### src/rtl/pir_pkg.sv
package pir_pkg;
  localparam int LEVELS  = 7;
  localparam int LVL_W   = $clog2(LEVELS + 1);
  localparam int DATA_W  = 16;
  localparam int REQ_LSB = DATA_W - LEVELS;   // flags sit in the top bits
  localparam int HI_LSB  = 5;                 // upper copy of the encoding
  localparam int LO_LSB  = 1;                 // lower copy of the encoding
  localparam int BYTE_W  = 8;

  typedef struct packed {
    logic loadReq;     // replace the flags this cycle
    logic srcLowByte;  // take new flags from the low data byte
    logic clearTop;    // drop the highest pending flag
    logic rdEn;        // drive read data
    logic rdByte;      // byte read
    logic rdHigh;      // byte read of the upper lane
  } pirStrobes_t;
endpackage

### src/rtl/pir_control.sv
module pir_control
  import pir_pkg::*;
(
  input  logic             busSel,
  input  logic             busWr,
  input  logic             busByte,
  input  logic             busOdd,
  input  logic             irqAck,
  input  logic [LVL_W-1:0] encLevel,
  input  logic [LVL_W-1:0] cpuLevel,
  output pirStrobes_t      strobes,
  output logic             irqReq
);
  logic writeAny;
  logic writeHits;

  always_comb begin
    writeAny  = busSel && busWr;
    // the low byte is entirely read-only, so only that lane is dropped
    writeHits = writeAny && (!busByte || busOdd);

    strobes            = '0;
    strobes.loadReq    = writeHits;
    strobes.srcLowByte = busByte;
    // an acknowledge colliding with any write is dropped
    strobes.clearTop   = irqAck && !writeAny && (encLevel != '0);
    strobes.rdEn       = busSel && !busWr;
    strobes.rdByte     = busByte;
    strobes.rdHigh     = busOdd;
  end

  assign irqReq = encLevel > cpuLevel;
endmodule

### src/rtl/pir_datapath.sv
module pir_datapath
  import pir_pkg::*;
(
  input  logic              clk,
  input  logic              rstN,
  input  pirStrobes_t       strobes,
  input  logic [DATA_W-1:0] wData,
  output logic [LVL_W-1:0]  encLevel,
  output logic [DATA_W-1:0] rData
);
  logic [LEVELS-1:0] reqBits;
  logic [LEVELS-1:0] newBits;
  logic [LEVELS-1:0] topMask;
  logic [DATA_W-1:0] wordView;

  // new flag source: upper lane of a word, or the high byte carried low
  always_comb begin
    if (strobes.srcLowByte)
      newBits = wData[LEVELS:1];
    else
      newBits = wData[DATA_W-1:REQ_LSB];
  end

  // priority encoder, highest set flag wins
  always_comb begin
    encLevel = '0;
    for (int i = 0; i < LEVELS; i++) begin
      if (reqBits[i]) encLevel = LVL_W'(i + 1);
    end
  end

  // one-hot mask of the flag currently shown
  generate
    for (genvar g = 0; g < LEVELS; g++) begin : gMask
      assign topMask[g] = (encLevel == LVL_W'(g + 1));
    end
  endgenerate

  always_ff @(posedge clk or negedge rstN) begin
    if (!rstN)
      reqBits <= '0;
    else if (strobes.loadReq)
      reqBits <= newBits;
    else if (strobes.clearTop)
      reqBits <= reqBits & ~topMask;
  end

  always_comb begin
    wordView = '0;
    wordView[DATA_W-1:REQ_LSB]       = reqBits;
    wordView[HI_LSB +: LVL_W]        = encLevel;
    wordView[LO_LSB +: LVL_W]        = encLevel;
  end

  always_comb begin
    rData = '0;
    if (strobes.rdEn) begin
      if (!strobes.rdByte)
        rData = wordView;
      else if (strobes.rdHigh)
        rData[BYTE_W-1:0] = wordView[DATA_W-1:BYTE_W];
      else
        rData[BYTE_W-1:0] = wordView[BYTE_W-1:0];
    end
  end
endmodule

### src/rtl/pir_register.sv
module pir_register
  import pir_pkg::*;
(
  input  logic              clk,
  input  logic              rstN,
  input  logic              busSel,
  input  logic              busWr,
  input  logic              busByte,
  input  logic              busOdd,
  input  logic [DATA_W-1:0] busWdata,
  output logic [DATA_W-1:0] busRdata,
  input  logic [LVL_W-1:0]  cpuLevel,
  input  logic              irqAck,
  output logic              irqReq,
  output logic [LVL_W-1:0]  irqLevel
);
  pirStrobes_t      strobes;
  logic [LVL_W-1:0] encLevel;

  pir_control u_ctrl (
    .busSel   (busSel),
    .busWr    (busWr),
    .busByte  (busByte),
    .busOdd   (busOdd),
    .irqAck   (irqAck),
    .encLevel (encLevel),
    .cpuLevel (cpuLevel),
    .strobes  (strobes),
    .irqReq   (irqReq)
  );

  pir_datapath u_dp (
    .clk      (clk),
    .rstN     (rstN),
    .strobes  (strobes),
    .wData    (busWdata),
    .encLevel (encLevel),
    .rData    (busRdata)
  );

  assign irqLevel = encLevel;
endmodule

### config.mk
export PLATFORM = sky130hd
export DESIGN_NAME = pir_register
export DESIGN_NICKNAME = d
export VERILOG_FILES = /design/src/rtl/pir_pkg.sv /design/src/rtl/pir_control.sv /design/src/rtl/pir_datapath.sv /design/src/rtl/pir_register.sv
export SDC_FILE = /design/constraint.sdc
export NUM_CORES = 1
export LEC_CHECK = 0
export ABC_AREA = 1
export BUFFER_PORTS_ARGS = -buffer_cell sky130_fd_sc_hd__buf_2
export CORE_MARGIN = 1.5
export CORE_UTILIZATION = 43
export CTS_CLUSTER_SIZE = 25
export DETAILED_ROUTE_END_ITERATION = 8
export PLACE_DENSITY = 0.85
export SKIP_LAST_GASP = 1
export SLEW_MARGIN = 20
export SYNTH_ARGS = -nofsm -noshare
export SYNTH_HDL_FRONTEND = slang
export SYNTH_SLANG_ARGS = --single-unit
export TNS_END_PERCENT = 5
### constraint.sdc
create_clock -name clk -period 2.02 [get_ports clk]
set_clock_uncertainty 0.05 [all_clocks]
set_input_delay 0.303 -clock clk [delete_from_list [all_inputs] [get_ports clk]]
set_output_delay 0.303 -clock clk [all_outputs]
set_load 0.05 [all_outputs]
### Yosys cells after proc, flatten, opt, wreduce, memory -nomap -nowiden

Cells that the tools add are included.

* bits in registers: 7
* input port bits: 26
* output and inout port bits: 20
* logic and storage cells: 36

* $lt $le $gt $ge: 1
* equal/unequal tests: 7
* mux-type cells: 14
* bitwise logic cells: 2
* reductions and logical operators: 11

Operators by type and width (count)
* 8-bit 2-to-1 mux: 3
* 7-bit 2-to-1 mux: 3
* 16-bit 2-to-1 mux: 1
* 3-bit equality test, second input constant: 4
* 3-bit 2-to-1 mux: 4
* 7-bit bitwise AND: 1
* 7-bit NOT: 1
* 3-bit by 2-bit equality test with 1-bit output, second input constant: 2
* 1-bit logical AND: 5
* 2-bit 2-to-1 mux: 2
* 3-bit by 1-bit equality test with 1-bit output, second input constant: 1
* 3-bit > comparator: 1
* 1-bit logical NOT: 3
* 3-bit nonzero test: 1
* 2-bit nonzero test: 1
* 1-bit logical OR: 1
* 1-bit 2-to-1 mux: 1

### Longest topological paths before layout

Gate-level depths: netlist (run 1).

* depth after elaboration: 12
* mapped depth: 12

### Cells and area by module

Synthesis (run 1) repeated with hierarchy kept, for this count alone.

* cells, all modules: 130
* area total of the unflattened synthesis: 787.0 sq um

Modules (own cells, without submodules)
* pir_datapath: instances 1, cells each 103, area an instance 641.9 sq um, sequential area each 175.2 sq um
* pir_control: instances 1, cells each 27, area an instance 145.1 sq um, sequential area each 0.0 sq um

### Worst setup path before layout (run 1)

Ideal clock, no wire load.

* path type: reg2out
* from: reg u_dp.reqBits[3]
* to: out irqReq
* data arrival time: 2252 ps
* data required time: 1667 ps
* setup slack: -585 ps
* cell stages (with the launch flop): 8
* cells stage by stage: dfrtp_1 -> nor2_2 -> nand3_2 -> ha_1 -> nand2_1 -> nor2_1 -> a211oi_1 -> a31oi_1

* cells in the longest elaborated chain, start to end: 5

RTL lines
* from (decl): RTL line pir_datapath.sv:11 `logic [LEVELS-1:0] reqBits;`
* from (signal assigned): RTL line pir_datapath.sv:43 `reqBits <= newBits;`
* from (signal assigned): RTL line pir_datapath.sv:45 `reqBits <= reqBits & ~topMask;`
* 3-bit 2-to-1 mux (4 in series): RTL line pir_datapath.sv:28 `if (reqBits[i]) encLevel = LVL_W'(i + 1);`
* named net irqLevel[2]: RTL line pir_register.sv:15 `output logic [LVL_W-1:0] irqLevel`
* 3-bit > comparator: RTL line pir_control.sv:32 `assign irqReq = encLevel > cpuLevel;`
* to (decl): RTL line pir_register.sv:14 `output logic irqReq,`

The timed path passes the listed nets, and every way through them passes these cells.

### Worst setup path after layout (run 1)

* from: reg u_dp.reqBits[3]
* to: out irqReq

* cells in the longest elaborated chain, start to end: 5

RTL lines (RTL line)
* 3-bit 2-to-1 mux (4 in series): pir_datapath.sv:28
* 3-bit > comparator: pir_control.sv:32

Every way passes these cells.

==> flow_summary_export.csv, run 1 <==
group,metric,value,unit
yosys,synthDominantAreaCellType,"sky130_fd_sc_hd__dfrtp_1",
drt,drc_errors,0,
global_route,track_usage,0.233,
power,internal_power,546,uW
floorplanning,initial_core_util,0.466,
worst_setup_path,worst_ep_arrival_time,1.80,ns
worst_setup_path,ff2ff_setup_slack,0.49,ns
power,total_switching_power,598,uW
placement,detailedPlace.worstSlack,0.0118,ns
layout,largest_reg_flops,7,
placement,number_of_buffer_cells_added_on_primary_ports,41,
worst_setup_path,r2r_cells,9,
worst_setup_path,r2r-start,"u_dp.reqBits[3]$_DFFE_PN0P_",
power,p_per_area,933,nW/um^2
sta,post-route-period-util,1.06,
layout,final_layout_size_suffix_gt1_frac,0.489,
yosys,ys_warn_count,0,
run_status,status,"finished with violations",
sta,holdWs,0.257,ns
floorplanning,placement_rows,15,
sta,setup_viol_count_final,1,
min_path,hold_end,"u_dp.reqBits[6]$_DFFE_PN0P_",
worst_setup_path,largest_fanout_of_any_net_on_the_critical_path,3,
placement,numPlacedInstances,196,
layout,finish.net_count,214,
yosys,ys_ff_latch,7,
drt,ant_nets,0,
sta,fin_crit,2.15,ns
drt,detailedRoute.firstIterationViolations,14,
power,share_comb_of_total_power,0.724,
cts,clkLatencyLatePin,0.25,ns
power,total_power,1.14,mW
layout,seqCellArea,175,sq um
yosys,post_synth.cell_area_avg,6.26,sq um
sta,hold_violation_total_from_the_final_report,0,
global_route,pin_count_of_the_biggest_net_entering_global_routing,16,
layout,n_antenna_cell,0,
floorplanning,ios,46,
floorplanning,floorplan.die.width,46.5,um
yosys,synth_top_area_frac,0.215,
cts,tritoncts.num_buffers,3,
yosys,post_synth_main_area_contributors,"sky130_fd_sc_hd__dfrtp_1 (22%), sky130_fd_sc_hd__nand2_1 (14%), sky130_fd_sc_hd__inv_1 (6.9%), sky130_fd_sc_hd__nand3_1 (5.5%), sky130_fd_sc_hd__nor2_1 (5.1%)",
floorplanning,placeableCoreArea,1750,sq um
sta,drv_slew,0,
layout,layout-area-overhead-vs-synth,50.8,%
power,proportion_of_total_power_due_to_net_switching,0.523,
power,power.leakage,0.695,nW
layout,register_containing_the_most_flip_flops_in_the_final_layout,"u_dp.reqBits",
power,pwr-share-seq,0.169,
cts,tritoncts_clock_tree,"done",
layout,final_area,1230,sq um
layout,multi_input_comb_area,593,sq um
drt,route.vias.total,1038,
power,share_clk_of_total_power,0.107,
drt,finalWirelength,2.34,mm
sta,rsz0062_at_grt,"yes",
drt,drt-vias-per-instance,4.97,
worst_setup_path,critical_path_required,1.67,ns
layout,layout.cells.non_filler,209,
global_route,overall_overflow_remaining_after_global_route,0,
min_path,timing.hold.worst.start,"busWdata[15]",
power,ir_worst_vdd,0.518,mV
min_path,worst_hold_path_type,"input port to flip-flop",
yosys,synthesis.instances,130,
worst_setup_path,worst-setup-path-type,"flip-flop to output pin",
floorplanning,die_h,46.5,um
global_route,grt_pass1_vias,913,
sta,fin_tns_setup,-0.130,ns
sta,maxClockFrequency,465,MHz
run_status,violations,"setup timing",
min_path,worst_hold_path.num_cells,3,
sta,worst_slack,-0.130,ns
placement,post_dp_cell_area,1060,sq um
worst_setup_path,worstSetupStartpointType,"flip-flop",
global_route,grt_antenna_before_repair,0,
layout,num-fill-cells,146,
floorplanning,die_area,2160,sq um
placement,globalplace.congestion,0.830,
worst_setup_path,crit_path_end_kind,"output pin",
worst_setup_path,timing.rr.end,"u_dp.reqBits[1]$_DFFE_PN0P_",
yosys,syn-cell-area,813,sq um
worst_setup_path,worstSetupStartpoint,"u_dp.reqBits[3]$_DFFE_PN0P_",
yosys,synth_cell_types,29,
layout,post-route-util,0.703,
cts,htree_num_levels,1,
run,cap_viol_max_count,0,
placement,half_perimeter_wire_length_after_detailed_placement,1.74,mm
cts,clock_tree.root_cell,"sky130_fd_sc_hd__clkbuf_4",
drt,drt-pass1-iter-count,4,
cts,clk_pin_slew_worst_paths,0.05,ns
cts,cts_num_sinks,7,
layout,reg.largest.list,"u_dp.reqBits: 7 flops",
global_route,grt_pass1_wl,3.55,mm
cts,cts_max_path_buffers,2,
drt,post_drt_wl_per_cell,11.2,um
yosys,synth-seq-area-share,0.215,
[routing by layer]
metal / up-vias / GRT usage / wire length, um
met1: 449 / 0.252 / 955
met2: 61 / 0.439 / 1170
met3: 9 / 0.0392 / 175
met4: 0 / 0.0914 / 42
li1: 519 / - / -
met5: - / 0 / 0
[power groups by stage]
stage	clock [mW]	combinational, mW	sequential, mW
final	0.123	0.828	0.193
after floorplan	0	0.503	0.188
after CTS	0.125	0.778	0.190
after global placement	0	0.641	0.191
after detailed placement	0	0.661	0.192
after global routing	0.135	0.886	0.195
[placed cells by master (no fill, tap or decap), drive strengths merged]
cell type / synthesis / routed
nor3: 8 / 8
o21ai: 11 / 11
o211ai: 1 / 1
mux2i: 1 / 1
clkinv: 3 / 3
a211oi: 2 / 2
inv: 19 / 19
nand3: 11 / 11
ha: 3 / 3
nor2: 13 / 13
clkbuf: 0 / 4
nand2: 35 / 35
dfrtp: 7 / 7
o31ai: 1 / 1
a21oi: 5 / 5
or2: 3 / 3
dlygate4sd3: 0 / 1
a31oi: 1 / 1
buf: 5 / 53
conb: 1 / 2
[worst max-delay path, cell delays in order, from the launching register on]
cell                       delay, ns
sky130_fd_sc_hd__dfrtp_1        0.41
sky130_fd_sc_hd__nor2_2         0.16
sky130_fd_sc_hd__nand3_2        0.13
sky130_fd_sc_hd__ha_4           0.26
sky130_fd_sc_hd__buf_4          0.13
sky130_fd_sc_hd__a211oi_2       0.23
sky130_fd_sc_hd__a31oi_2        0.07
sky130_fd_sc_hd__buf_6          0.16
[synthesized netlist by cell type, drive strengths merged]
library cell / instances
clkinv: 3
nor2: 13
o21ai: 11
nor3: 8
nand3: 11
buf: 5
o211ai: 1
mux2i: 1
nand2: 35
a21oi: 5
dfrtp: 7
ha: 3
a31oi: 1
inv: 19
or2: 3
a211oi: 2
conb: 1
o31ai: 1
[worst max path at each step]
stage	end
floorplan	irqReq
global placement	irqReq
detailed placement	irqReq
CTS	irqReq
global route	irqReq
finish	irqReq
[cell families (layout without fill, tap and decap cells)]
| logic type | Yosys count | in the layout | share of synthesized area |
|---|---|---|---|
| and+or+nand+nor | 70 | 70 | 0.411 |
| buffers and inverters | 27 | 80 | 0.154 |
| AOI/OAI and AO/OA | 21 | 21 | 0.157 |
| DFF | 7 | 7 | 0.215 |
| adders and majority gates | 3 | 3 | 0.0462 |
| other | 1 | 2 | 0.00461 |
| muxes | 1 | 1 | 0.0123 |
[timing repair]
item                                   4_1_cts  5_1_grt
endpoints found under the hold margin        7        0
gates resized for setup                      8        8
pin swaps                                    6        5
setup endpoints to repair                    2        3
hold buffers                                 1        0
buffers inserted                             7        1
[cell type report]
| cell class | count | area share |
|---|---|---|
| well taps | 25 | 0.0255 |
| repair buffers | 54 | 0.254 |
| inverters | 22 | 0.0724 |
| flip-flops and latches | 7 | 0.143 |
| multi-input cells | 97 | 0.484 |
| clock buffers | 4 | 0.0214 |
Note: power is estimated with default switching activity, not from simulation.
==> run 2: changes to the inputs <==
--- a/config.mk
+++ b/config.mk
@@ -7,11 +7,10 @@
 export LEC_CHECK = 0
 export ABC_AREA = 1
 export BUFFER_PORTS_ARGS = -buffer_cell sky130_fd_sc_hd__buf_2
-export CORE_MARGIN = 1.5
-export CORE_UTILIZATION = 43
+export CORE_UTILIZATION = 47
 export CTS_CLUSTER_SIZE = 25
 export DETAILED_ROUTE_END_ITERATION = 8
-export PLACE_DENSITY = 0.85
+export PLACE_DENSITY = 0.92
 export SKIP_LAST_GASP = 1
 export SLEW_MARGIN = 20
 export SYNTH_ARGS = -nofsm -noshare
==> constraint.sdc (replaced) <==
create_clock -name clk -period 2.6 [get_ports clk]
set_clock_uncertainty 0.05 [all_clocks]
set_input_delay 0.39 -clock clk [delete_from_list [all_inputs] [get_ports clk]]
set_output_delay 0.39 -clock clk [all_outputs]
set_load 0.05 [all_outputs]
==> flow_summary_export.csv, run 2 (synthesized netlist as in run 1, its figures left out) <==
group,metric,value,unit
min_path,timing.hold.worst.start,"busWdata[15]",
worst_setup_path,worst-setup-path-type,"flip-flop to output pin",
layout,final_layout_size_suffix_gt1_frac,0.378,
sta,maxClockFrequency,418,MHz
cts,tritoncts.num_buffers,3,
placement,number_of_buffer_cells_added_on_primary_ports,41,
floorplanning,initial_core_util,0.522,
cts,tritoncts_clock_tree,"done",
cts,clkLatencyLatePin,0.25,ns
cts,cts_max_path_buffers,2,
power,share_clk_of_total_power,0.132,
worst_setup_path,largest_fanout_of_any_net_on_the_critical_path,6,
worst_setup_path,ff2ff_setup_slack,1.21,ns
cts,htree_num_levels,1,
min_path,worst_hold_path.num_cells,3,
floorplanning,die_h,43.6,um
power,internal_power,322,uW
placement,globalplace.congestion,0.828,
drt,drt-pass1-iter-count,6,
power,pwr-share-seq,0.203,
floorplanning,floorplan.die.width,43.6,um
drt,post_drt_wl_per_cell,10.6,um
run,cap_viol_max_count,0,
global_route,pin_count_of_the_biggest_net_entering_global_routing,17,
worst_setup_path,timing.rr.end,"u_dp.reqBits[5]$_DFFE_PN0P_",
floorplanning,placement_rows,14,
cts,clk_pin_slew_worst_paths,0.05,ns
sta,post-route-period-util,0.920,
run_status,violations,"DRC",
layout,finish.net_count,202,
layout,post-route-util,0.673,
min_path,hold_end,"u_dp.reqBits[6]$_DFFE_PN0P_",
sta,fin_tns_setup,0,ns
layout,num-fill-cells,141,
drt,ant_nets,0,
sta,hold_violation_total_from_the_final_report,0,
global_route,grt_antenna_before_repair,0,
sta,setup_viol_count_final,0,
worst_setup_path,crit_path_end_kind,"output pin",
layout,final_area,1050,sq um
floorplanning,placeableCoreArea,1560,sq um
power,total_switching_power,410,uW
layout,reg.largest.list,"u_dp.reqBits: 7 flops",
min_path,worst_hold_path_type,"input port to flip-flop",
cts,ctsHoldBuffers,1,
worst_setup_path,r2r_cells,10,
drt,drc_errors,5,
floorplanning,die_area,1900,sq um
global_route,track_usage,0.250,
layout,seqCellArea,175,sq um
power,total_power,731,uW
sta,worst_slack,0.207,ns
drt,route.vias.total,948,
cts,postCtsSetupRepairBufs,0,
worst_setup_path,critical_path_required,2.16,ns
drt,finalWirelength,1.99,mm
layout,largest_reg_flops,7,
run_status,status,"finished with violations",
placement,post_dp_cell_area,1010,sq um
power,ir_worst_vdd,0.335,mV
cts,cts_num_sinks,7,
layout,multi_input_comb_area,523,sq um
placement,detailedPlace.worstSlack,0.455,ns
drt,detailedRoute.firstIterationViolations,9,
placement,half_perimeter_wire_length_after_detailed_placement,1.71,mm
power,p_per_area,698,nW/um^2
cts,clock_tree.root_cell,"sky130_fd_sc_hd__clkbuf_4",
sta,rsz0062_at_grt,"no",
global_route,overall_overflow_remaining_after_global_route,0,
drt,drt-vias-per-instance,5.04,
global_route,grt_pass1_wl,3.58,mm
worst_setup_path,worstSetupStartpointType,"flip-flop",
layout,layout-area-overhead-vs-synth,28.9,%
cts,cts_repair_resize_count,0,
power,power.leakage,0.634,nW
global_route,grt_pass1_vias,933,
worst_setup_path,r2r-start,"u_dp.reqBits[2]$_DFFE_PN0P_",
layout,register_containing_the_most_flip_flops_in_the_final_layout,"u_dp.reqBits",
sta,drv_slew,0,
layout,layout_common_cells,"sky130_fd_sc_hd__buf_2 (41), sky130_fd_sc_hd__nand2_1 (30), sky130_fd_sc_hd__inv_1 (15)",
power,proportion_of_total_power_due_to_net_switching,0.560,
worst_setup_path,worst_ep_arrival_time,1.95,ns
layout,final_common_cell,"sky130_fd_sc_hd__buf_2",
layout,n_antenna_cell,0,
power,share_comb_of_total_power,0.665,
floorplanning,ios,46,
sta,fin_crit,2.39,ns
## run 2: layout make-up
class	instances	area share
multi-input combinational	97	0.499
timing repair buffer	42	0.205
sequential	7	0.167
inverter	22	0.0847
clock buffer	4	0.0251
tap	16	0.0191
## run 2: through the flow
step                      cells  hold WS [ns]
after floorplan             131        0.0444
after global placement      183         0.175
after detailed placement    183         0.180
after CTS                   188         0.334
after global routing        188         0.345
final                       188         0.334
## run 2: worst max-delay path by stage
stage | startpoint | endpoint | slack, ns | cells past startpoint
2_1_floorplan | u_dp.reqBits[6]$_DFFE_PN0P_ | busRdata[7] | 0.12 | 4
5_1_grt | u_dp.reqBits[1]$_DFFE_PN0P_ | irqReq | 0.04 | 13
4_1_cts | u_dp.reqBits[1]$_DFFE_PN0P_ | irqReq | 0.19 | 13
3_3_place_gp | u_dp.reqBits[1]$_DFFE_PN0P_ | irqReq | 0.51 | 13
3_5_place_dp | u_dp.reqBits[1]$_DFFE_PN0P_ | irqReq | 0.46 | 13
6_report | u_dp.reqBits[1]$_DFFE_PN0P_ | irqReq | 0.21 | 13
## run 2: power groups by stage
stage	logic [mW]	registers [mW]	clock network, mW
after floorplan	0.389	0.146	0
after global placement	0.468	0.148	0
after detailed placement	0.486	0.150	0
after CTS	0.489	0.148	0.0986
after global routing	0.534	0.150	0.106
final	0.486	0.148	0.0965
## run 2: layer usage
| metal | track usage | up-vias | wire, um |
|---|---|---|---|
| li1 | - | 494 | - |
| met5 | 0 | - | 0 |
| met1 | 0.273 | 389 | 795 |
| met2 | 0.466 | 57 | 958 |
| met3 | 0.0167 | 8 | 172 |
| met4 | 0.150 | 0 | 60 |
## run 2: critical path, stage by stage (launching register included)
cell	delay [ns]
sky130_fd_sc_hd__dfrtp_1	0.37
sky130_fd_sc_hd__clkinv_2	0.08
sky130_fd_sc_hd__nand2_1	0.05
sky130_fd_sc_hd__nand2_1	0.06
sky130_fd_sc_hd__nand2_1	0.06
sky130_fd_sc_hd__nand2_2	0.10
sky130_fd_sc_hd__nand2_1	0.09
sky130_fd_sc_hd__nand2_2	0.12
sky130_fd_sc_hd__inv_1	0.06
sky130_fd_sc_hd__ha_1	0.17
sky130_fd_sc_hd__nor2_1	0.10
sky130_fd_sc_hd__a211oi_1	0.06
sky130_fd_sc_hd__a31oi_2	0.13
sky130_fd_sc_hd__buf_2	0.28
